### config.mk
export PLATFORM = sky130hd
export DESIGN_NAME = agen_port
export DESIGN_NICKNAME = d
export VERILOG_FILES = /design/src/rtl/agen_pkg.sv /design/src/rtl/agen_step.sv /design/src/rtl/agen_brev.sv /design/src/rtl/agen_port.sv
export SDC_FILE = /design/constraint.sdc
export NUM_CORES = 1
export LEC_CHECK = 0
export BUFFER_PORTS_ARGS = -buffer_cell sky130_fd_sc_hd__buf_2
export CORE_MARGIN = 3
export CORE_UTILIZATION = 34
export DETAILED_ROUTE_END_ITERATION = 7
export GPL_TIMING_DRIVEN = 0
export PLACE_DENSITY = 0.61
export SLEW_MARGIN = 20
export SYNTH_ARGS = -nofsm -noshare
export SYNTH_HDL_FRONTEND = slang
export SYNTH_SLANG_ARGS = --single-unit
### constraint.sdc
create_clock -name clk -period 5.72 [get_ports clk]
set_input_delay 0.286 -clock clk [delete_from_list [all_inputs] [get_ports clk]]
set_output_delay 0.286 -clock clk [all_outputs]
set_load 0.005 [all_outputs]
### src/rtl/agen_pkg.sv
package agen_pkg;

   typedef enum logic [2:0] {
      AM_PLAIN   = 3'd0,
      AM_POSTINC = 3'd1,
      AM_POSTDEC = 3'd2,
      AM_PREINC  = 3'd3,
      AM_PREDEC  = 3'd4,
      AM_REGOFF  = 3'd5,
      AM_LITOFF  = 3'd6,
      AM_RSVD    = 3'd7
   } amode_e;

   function automatic logic is_step_up(amode_e m);
      return (m == AM_POSTINC) || (m == AM_PREINC);
   endfunction

   function automatic logic is_step_down(amode_e m);
      return (m == AM_POSTDEC) || (m == AM_PREDEC);
   endfunction

endpackage

### src/rtl/agen_step.sv
// Steps a pointer up or down, wrapping inside an inclusive [lo, hi] window.
module agen_step #(
   parameter int AW = 16
) (
   input  logic [AW-1:0] ptr,
   input  logic [AW-1:0] step,
   input  logic [AW-1:0] lo,
   input  logic [AW-1:0] hi,
   input  logic          dec,
   input  logic          wrap,
   output logic [AW-1:0] nxt
);
   localparam int EW = AW + 1;
   localparam logic [EW-1:0] ONE = EW'(1);

   logic [EW-1:0] up_sum;
   logic [EW-1:0] floor_sum;
   logic [EW-1:0] overshoot;
   logic [EW-1:0] undershoot;
   logic          past_hi;
   logic          below_lo;

   always_comb begin
      up_sum     = {1'b0, ptr} + {1'b0, step};
      floor_sum  = {1'b0, lo} + {1'b0, step};
      overshoot  = up_sum - {1'b0, hi} - ONE;
      undershoot = floor_sum - {1'b0, ptr} - ONE;
      past_hi    = wrap && (up_sum > {1'b0, hi});
      below_lo   = wrap && ({1'b0, ptr} < floor_sum);
      if (!dec) begin
         nxt = past_hi ? (lo + overshoot[AW-1:0]) : up_sum[AW-1:0];
      end else begin
         nxt = below_lo ? (hi - undershoot[AW-1:0]) : (ptr - step);
      end
   end
endmodule

### src/rtl/agen_brev.sv
// Reversed-carry addition over the low IDXW bits of the element index.
module agen_brev #(
   parameter int AW   = 16,
   parameter int IDXW = 8
) (
   input  logic [AW-1:0] ptr,
   input  logic [AW-1:0] modv,
   input  logic          word,
   output logic [AW-1:0] nxt
);
   logic [AW-1:0]   ix;
   logic [AW-1:0]   mx;
   logic [IDXW-1:0] fsum;
   logic [AW-1:0]   rebuilt;
   logic            cy;
   logic            unused_bits;

   always_comb begin
      ix = word ? (ptr >> 1)  : ptr;
      mx = word ? (modv >> 1) : modv;
      cy = 1'b0;
      for (int i = IDXW - 1; i >= 0; i--) begin
         fsum[i] = ix[i] ^ mx[i] ^ cy;
         cy      = (ix[i] & mx[i]) | (ix[i] & cy) | (mx[i] & cy);
      end
      rebuilt = {ix[AW-1:IDXW], fsum};
      nxt     = word ? {rebuilt[AW-2:0], ptr[0]} : rebuilt;
   end

   assign unused_bits = ^{mx[AW-1:IDXW], cy};
endmodule

### src/rtl/agen_port.sv
module agen_port #(
   parameter int AW       = 16,
   parameter int IDXW     = 8,
   parameter bit HAS_BREV = 1'b1
) (
   input  logic          clk,
   input  logic          rst_n,
   input  logic          req_valid,
   input  logic [AW-1:0] ptr_in,
   input  logic [2:0]    mode,
   input  logic [AW-1:0] offset,
   input  logic          byte_sel,
   input  logic          mod_en,
   input  logic [AW-1:0] buf_start,
   input  logic [AW-1:0] buf_end,
   input  logic          brev_en,
   input  logic [AW-1:0] brev_mod,
   output logic          out_valid,
   output logic [AW-1:0] ea,
   output logic [AW-1:0] ptr_out,
   output logic          align_err
);
   import agen_pkg::*;

   localparam logic [AW-1:0] STEP_B = AW'(1);
   localparam logic [AW-1:0] STEP_W = AW'(2);

   generate
      if (AW < 4) begin : g_bad_aw
         $error("agen_port: AW must be at least 4");
      end
      if (IDXW < 2 || IDXW >= AW) begin : g_bad_idxw
         $error("agen_port: IDXW must lie in [2, AW-1]");
      end
   endgenerate

   amode_e        am;
   logic [AW-1:0] step;
   logic [AW-1:0] step_nxt;
   logic [AW-1:0] brev_nxt;
   logic          brev_hit;
   logic [AW-1:0] moved;
   logic [AW-1:0] lit_off;
   logic [AW-1:0] ea_c;
   logic [AW-1:0] np_c;
   logic          err_c;

   assign am   = amode_e'(mode);
   assign step = byte_sel ? STEP_B : STEP_W;

   agen_step #(.AW(AW)) u_step (
      .ptr  (ptr_in),
      .step (step),
      .lo   (buf_start),
      .hi   (buf_end),
      .dec  (is_step_down(am)),
      .wrap (mod_en),
      .nxt  (step_nxt)
   );

   generate
      if (HAS_BREV) begin : g_full
         agen_brev #(.AW(AW), .IDXW(IDXW)) u_brev (
            .ptr  (ptr_in),
            .modv (brev_mod),
            .word (~byte_sel),
            .nxt  (brev_nxt)
         );
         assign brev_hit = brev_en && (am == AM_POSTINC);
      end else begin : g_lite
         logic unused_brev;
         assign brev_nxt    = step_nxt;
         assign brev_hit    = 1'b0;
         assign unused_brev = ^{brev_mod, brev_en};
      end
   endgenerate

   assign moved   = brev_hit ? brev_nxt : step_nxt;
   assign lit_off = byte_sel ? offset : {offset[AW-2:0], 1'b0};

   always_comb begin
      ea_c = ptr_in;
      np_c = ptr_in;
      unique case (am)
         AM_POSTINC, AM_POSTDEC: begin
            ea_c = ptr_in;
            np_c = moved;
         end
         AM_PREINC, AM_PREDEC: begin
            ea_c = moved;
            np_c = moved;
         end
         AM_REGOFF: ea_c = ptr_in + offset;
         AM_LITOFF: ea_c = ptr_in + lit_off;
         default: begin
            ea_c = ptr_in;
            np_c = ptr_in;
         end
      endcase
      err_c = !byte_sel && ea_c[0];
   end

   always_ff @(posedge clk) begin
      if (!rst_n) begin
         out_valid <= 1'b0;
         ea        <= '0;
         ptr_out   <= '0;
         align_err <= 1'b0;
      end else begin
         out_valid <= req_valid;
         if (req_valid) begin
            ea        <= ea_c;
            ptr_out   <= err_c ? ptr_in : np_c;
            align_err <= err_c;
         end
      end
   end
endmodule

==> summary.txt, run 1 <==
Timing
  – Fin. Hold Viols: 0
  – Clock period minus worst slack: around 5500 ps
  – Fmax: ~180 MHz
  – Worst-Margin Slew: 871 ps
  – Final hold slack: 432 ps
  – Setup tns final: 0 ps
  – Fin. max-slew vios: 0
  – RSZ-0062 raised after global routing: false
  – Tcrit/Tclk final: roughly 96%
  – Final setup fails: 0
  – Relative slew slack: 41.7%
  – Final Skew: 0 ps

Routing
  – DRT Wirelength: 26700 um
  – DRT Pass-1 Iters: 7
  – # DRC: 0
  – WL met2: between 10000 and 15000 um
  – DR top layer: met4
  – Total vias in the final route: 7799
  – Met3 WL post-DR: between 2000 and 2500 um
  – Final ANT Viol Nets: 0
  – Via-per-instance ratio: 5.82
  – Metal-1 WL: 11800 um
  – Routed len/inst: 19.9 um
  – DR iter-0 viols: around 730

Worst setup path
  – Crit end category: flip-flop
  – Worst Path Required: 5880 ps
  – R2r startpoint: ptr_out[3]$_SDFFE_PN0P_
  – CP Max Fanout: 10
  – Crit. Startpoint: byte_sel
  – CP Data Arrival Time: 5620 ps
  – Crit Path Category: in -> reg
  – CP Launch Type: input port
  – R2R Setup Slk: between 4000 and 5000 ps

Global route
  – Total track usage: 21.7%
  – Vias in the first global route: 7402
  – Antenna violations before repair: 0
  – First-pass GRT wire length: ~42000 um
  – Largest net degree at the start of global routing: 12
  – Grt ovf: 0

Finish
  – Area Overhead vs Synth: 14.4%
  – Layout Cells excl Fill: 1341
  – Fill cells: 2267
  – Post-layout util: slightly above 40%
  – Fin nets: 1282
  – Ratio of cells with drive above 1 in the final layout: between 10% and 20%
  – Final instance area: 0.00865 mm^2
  – # diodes: 0

Power
  – P_sw: 0.785 mW
  – Max VDD drop: between 0.0001 and 0.00015 V
  – Switching Fraction: a little under half
  – Comb pwr share: 68.0%
  – Clock power share: 15.6%
  – Leak: 3.72 nW
  – Pwr/cell area: 191 mW/mm^2
  – Flop pwr share: roughly 16%
  – Cell Int Power: 0.872 mW

Logic synthesis
  – Mapped Cells: between 900 and 1000
  – Mean Syn Cell Area: 7.98 um^2
  – Leading post-synthesis cells by cell area: ha_1 14%, fa_1 11%, dfxtp_1 9.0%
  – Count leader, synth: ha_1
  – Dominant cell type by area after synthesis: ha_1
  – Top_reg_cell synth: dfxtp_1
  – Register bit count reported by yosys: 34
  – Synth cell types: 78
  – Seq/Total Area, Yosys: 9.00%
  – Post-synth top area share: ~14%
  – Ys Warns: 0
  – Netlist Area Pre-Place: between 0.007 and 0.008 mm^2
  – Most frequent cells after synthesis: 86 x ha_1, 72 x nor2_1, 70 x nand2_1
  – Syn_nets: approximately 1200
  – Post-synth EDFFs: 0
  – Ys async rst share: 0%

Clock tree
  – TritonCTS Buffers: 5
  – TritonCTS clock tree: yes
  – CTS Hold Bufs: 0
  – Sink Count: 34
  – Setup Fix Bufs, Post-CTS: 0
  – Root buf cell: clkbuf_16
  – Reg clk slew, reported paths: 60 ps
  – Clock buffer depth: 2
  – Clk Latency, worst-skew pair: 280 ps
  – Number of H-tree levels: 2

Placed design
  – Area after DPL: ~0.0085 mm^2
  – Cell count after placement: 1334
  – Final HPWL DP: 22500 um
  – Gpl congestion: around 0.94
  – IO buf count: 111

Floorplan
  – Row count: 53
  – Total Die Area: ~0.024 mm^2
  – Core area: around 0.021 mm^2
  – Initial core utilization: 35.3%
  – Die Wd: around 160 um
  – Die height: 155 um
  – I/O Pins: 123

Worst hold path
  – Critical hold path startpoint: ptr_in[0]
  – Hold crit path type: in -> reg

Flow run
  – Max-cap viol count: 0

Run status
  – Status: completed
stage by stage:
stage               power [mW]  worst slack, ps
finish                    1.66              256
global route              1.79             18.0
CTS                       1.64             98.6
detailed placement        1.37            -1070
global placement          1.37            -1070
floorplan                 1.05              580
layer usage:
layer  up-vias  GRT usage [%]
li1       3769              -
met1      3654           30.5
met2       339           35.1
met3        37           2.78
met4         0           5.55
met5         -              0
area by class of cell:
class	instances	area, um^2	area share, %
well taps	275	344	3.98
plain buffers	48	221	2.56
repair buffers	111	556	6.42
clock buffers	5	125	1.45
flip-flops and latches	34	681	7.87
clock inverters	2	10.0	0.116
inverters	45	169	1.95
multi-input cells	821	6550	75.7
state kept, by name, indices dropped and copies added (netlist names):
| register | flops |
|---|---|
| ptr_out | 16 |
| ea | 16 |
| out_valid | 1 |
| align_err | 1 |
critical path: stages:
cell,delay [ps]
buf_2,250
clkbuf_2,310
inv_1,250
ha_1,380
a21oi_1,120
nor3_2,370
nand2_1,160
xnor2_2,310
fa_1,480
ha_1,370
o2111a_1,190
and3_1,200
a211o_1,350
o41a_1,360
or4_1,470
o311ai_0,110
nor3_1,150
a221oi_1,400
nor2_1,90
placed cells by master, fill, tap and decap left out, types with 16 or more instances in the layout:
| master | n |
|---|---|
| buf_2 | 116 |
| ha_1 | 86 |
| nor2_1 | 72 |
| nand2_1 | 69 |
| a21oi_1 | 66 |
| inv_1 | 44 |
| xnor2_1 | 43 |
| nand3_1 | 41 |
| fa_1 | 41 |
| o21ai_0 | 40 |
| xor2_1 | 37 |
| dfxtp_1 | 34 |
| mux2i_1 | 32 |
| clkbuf_1 | 31 |
| nor3_1 | 23 |
| mux2_2 | 17 |
| a21o_1 | 16 |
what timing repair did:
item                                    in CTS  in global routing
resized for setup                            8                 10
endpoints found under the setup margin      32                 30
pin swaps                                    0                  0
final timing paths:
| kind | endpoint | cells past startpoint |
|---|---|---|
| max | ea[15]$_SDFFE_PN0P_ | 19 |
| min | ptr_out[0]$_SDFFE_PN0P_ | 3 |
| max reg2reg | ptr_out[3]$_SDFFE_PN0P_ | 2 |
| min reg2reg | ptr_out[0]$_SDFFE_PN0P_ | 2 |
kinds of logic (layout without fill, tap and decap cells):
logic type | Yosys count | in the layout | share of synthesized area (%)
AND/OR/NAND/NOR | 294 | 294 | 19.7
AO/OA/AOI/OAI | 268 | 268 | 24.7
adder cells (fa/ha/maj) | 127 | 127 | 25.1
buffers and inverters | 93 | 211 | 5.10
XOR/XNOR | 83 | 83 | 9.61
multiplexers | 49 | 49 | 6.77
flip-flops | 34 | 34 | 9.00
power groups by stage:
stage / Sequential [mW] / Combinational (mW) / Clock [mW]
global route: 0.274 / 1.25 / 0.272
detailed placement: 0.277 / 1.09 / 0
global placement: 0.276 / 1.09 / 0
finish: 0.272 / 1.13 / 0.258
floorplan: 0.277 / 0.769 / 0
CTS: 0.272 / 1.11 / 0.260
Note: power is estimated with default switching activity, not from simulation.
==> run 2, diff against run 1 <==
--- a/config.mk
+++ b/config.mk
@@ -12,3 +12,3 @@
 export GPL_TIMING_DRIVEN = 0
-export PLACE_DENSITY = 0.61
+export PLACE_DENSITY = 0.6
 export SLEW_MARGIN = 20
@@ -16,2 +16,3 @@
 export SYNTH_HDL_FRONTEND = slang
+export SYNTH_HIERARCHICAL = 1
 export SYNTH_SLANG_ARGS = --single-unit
==> constraint.sdc (replaced) <==
create_clock -name clk -period 5.72 [get_ports clk]
set_input_delay 0.858 -clock clk [delete_from_list [all_inputs] [get_ports clk]]
set_output_delay 0.858 -clock clk [all_outputs]
set_load 0.005 [all_outputs]
==> summary.txt, run 2 <==
Clock tree
  – Clock buffer depth: 2
  – TritonCTS Buffers: 5
  – Root buf cell: clkbuf_16
  – Sink Count: 34
  – Clk Latency, worst-skew pair: between 200 and 300 ps
  – CTS Hold Bufs: 0
  – TritonCTS clock tree: yes
  – Reg clk slew, reported paths: 60 ps
  – Number of H-tree levels: 2

Routing
  – Final ANT Viol Nets: 0
  – Total vias in the final route: about 9200
  – DRT Wirelength: 31100 um
  – Routed len/inst: 18.5 um
  – DRT Pass-1 Iters: 5
  – Via-per-instance ratio: roughly 5.5
  – DR iter-0 viols: 679
  – # DRC: 0

Power
  – Flop pwr share: 9.8%
  – Pwr/cell area: about 250 mW/mm^2
  – Cell Int Power: between 1 and 1.5 mW
  – P_sw: about 1.3 mW
  – Max VDD drop: 0.000181 V
  – Switching Fraction: 47.3%
  – Comb pwr share: between 70% and 80%
  – Pwr Total: 2.84 mW
  – Clock power share: 12.9%
  – Leak: 5.11 nW

Worst setup path
  – CP Data Arrival Time: 6050 ps
  – Critical path's top delay family: compound AO/OA/AOI/OAI gates
  – Crit Path Category: in -> reg
  – Largest stage delay on the critical path: approximately 370 ps
  – Crit end category: flip-flop
  – Worst Path Required: 5940 ps
  – CP Launch Type: input port
  – Slowest CP cell: a211o_4
  – Buf/Inv on CP: 6
  – CP Max Fanout: 5

Logic synthesis
  – Post-synth EDFFs: 0
  – Dominant cell type by area after synthesis: ha_1
  – Compound-Gate Fraction of Synth Area: 25.3%
  – Leading post-synthesis cells by cell area: ha_1 18%, fa_1 9.0%, dfxtp_1 7.5%
  – Combinational family with the most area after synthesis: adder cells
  – Adder-cell share of the synthesized area: 26.9%
  – Netlist Area Pre-Place: 0.00911 mm^2
  – Ys Warns: 6
  – Most frequent cells after synthesis: 130 x ha_1, 97 x a21oi_1, 89 x inv_1
  – Seq/Total Area, Yosys: 7.47%
  – Synth cell types: 92
  – Mux share of post-synthesis cell area: 10.5%
  – Post-synth top area share: about 18%
  – Post-Synth XOR/XNOR Area: 7.35%
  – Mapped Cells: 1143
  – Mean Syn Cell Area: approximately 8 um^2
  – Top_reg_cell synth: dfxtp_1
  – Simple-gate share of the synthesized area: around 15%
  – Ys async rst share: 0%
  – Register bit count reported by yosys: 34
  – Count leader, synth: ha_1

Finish
  – Post-layout util: 44.1%
  – Multi-input logic area: 0.00861 mm^2
  – # diodes: 0
  – Commonest non-fill, non-tap cell in the layout: ha_1
  – Ratio of cells with drive above 1 in the final layout: 26.4%
  – Sequential Area: 681 um^2
  – Commonest cells after routing, fill and taps aside: 117 x ha_1, 116 x buf_2, 86 x inv_1, 85 x a21oi_1, 70 x nor2_1
  – Fin nets: 1607
  – Area Overhead vs Synth: 26.9%
  – Fill cells: 2628
  – Largest regs: ea x16, ptr_out x16

Timing
  – Fmax: ~170 MHz
  – Tcrit/Tclk final: 102%
  – Worst-Margin Slew: 932 ps
  – Relative slew slack: about 38%
  – Fin. max-slew vios: 0
  – Clock period minus worst slack: 5830 ps
  – Setup tns final: -939 ps
  – Fin. Hold Viols: 0
  – RSZ-0062 raised after global routing: true
  – Final Skew: 0 ps
  – Setup ws final: -109 ps
  – Final setup fails: 17

Global route
  – Largest net degree at the start of global routing: 13
  – Antenna violations before repair: 1
  – Total track usage: 20.7%
  – Grt ovf: 0
  – Vias in the first global route: roughly 8700
  – First-pass GRT wire length: 47600 um

Floorplan
  – I/O Pins: 123
  – Row count: between 50 and 60
  – Die Wd: 170 um
  – Die height: 170 um
  – Core area: 0.0262 mm^2
  – Total Die Area: ~0.029 mm^2
  – Initial core utilization: around a third

Placed design
  – Gpl congestion: 0.953
  – IO buf count: between 100 and 150
  – Final HPWL DP: 24900 um

Run status
  – Status: finished with violations
  – Violated checks: setup timing

Worst hold path
  – Hold crit path type: reg -> reg

Flow run
  – Max-cap viol count: 0
run 2: cell count changes after synthesis, moves of 8 or more:
cell     delta
a21oi_1    +31
nand2_1    -10
xor2_1     -10
mux2_2     +29
ha_1       +44
a31oi_1     +8
nor2b_1     +8
inv_1      +45
nand4_1     -9
o21ai_0    +31
run 2: worst min-delay path, cell delays in order (launching register included):
cell and delay (ps):
dfxtp_1 310, nand3_1 70, o21ai_1 50
run 2: worst paths after layout:
check | startpoint | to | slack, ps | cells after the start
setup / recovery | byte_sel | ptr_out[6]$_SDFFE_PN0P_ | -110 | 28
hold / removal | ptr_out[2]$_SDFFE_PN0P_ | ptr_out[2]$_SDFFE_PN0P_ | 470 | 2
setup reg to reg | ea[13]$_SDFFE_PN0P_ | ea[13]$_SDFFE_PN0P_ | 4580 | 4
hold reg to reg | ptr_out[2]$_SDFFE_PN0P_ | ptr_out[2]$_SDFFE_PN0P_ | 470 | 2
run 2: repair_timing:
action                     4_1_cts  5_1_grt
setup buffers                   32       14
setup endpoints to repair       33       31
gates cloned                     1        0
gates resized for setup         69       66
pin swaps                       36       61
run 2: area by class of cell:
class	count	area share [%]
Tap cell	335	3.63
Inverter	90	2.95
Buffer	49	2.68
Sequential cell	34	5.89
Clock inverter	3	0.595
Multi-Input combinational cell	1006	74.5
Clock buffer	5	1.08
Timing Repair Buffer	161	8.67
run 2: cell families (layout without fill, tap and decap cells):
| group | after synthesis | count (layout) |
|---|---|---|
| AO/OA/AOI/OAI | 349 | 349 |
| AND/OR/NAND/NOR | 283 | 283 |
| adder cells (fa/ha/maj) | 171 | 171 |
| buffers and inverters | 143 | 308 |
| multiplexers | 88 | 88 |
| XOR/XNOR | 74 | 74 |
| flip-flops | 34 | 34 |
| other | 1 | 41 |
run 2: power groups by stage:
stage	combinational (mW)	sequential, mW	clock [mW]
2_1_floorplan	1.38	0.284	0
3_3_place_gp	1.85	0.283	0
3_5_place_dp	1.87	0.283	0
4_1_cts	2.02	0.278	0.365
5_1_grt	2.41	0.281	0.378
6_report	2.19	0.278	0.365
run 2: per-layer routing:
metal | track usage, % | vias up | wire length [um]
met1 | 28.7 | 4342 | 14200
met5 | 0 | - | 7
li1 | - | 4524 | -
met3 | 2.73 | 44 | 1760
met4 | 5.05 | 2 | 835
met2 | 34.3 | 282 | 14300
run 2: metrics by stage:
stage | worst slack, ps | instances | area [um^2] | hold slack, ps
2_1_floorplan | 19.4 | 1183 | 9340 | 471
3_3_place_gp | -1550 | 1632 | 10300 | 461
3_5_place_dp | -1630 | 1632 | 10300 | 471
4_1_cts | -155 | 1669 | 11100 | 480
5_1_grt | -292 | 1683 | 11600 | 504
6_report | -109 | 1683 | 11600 | 473
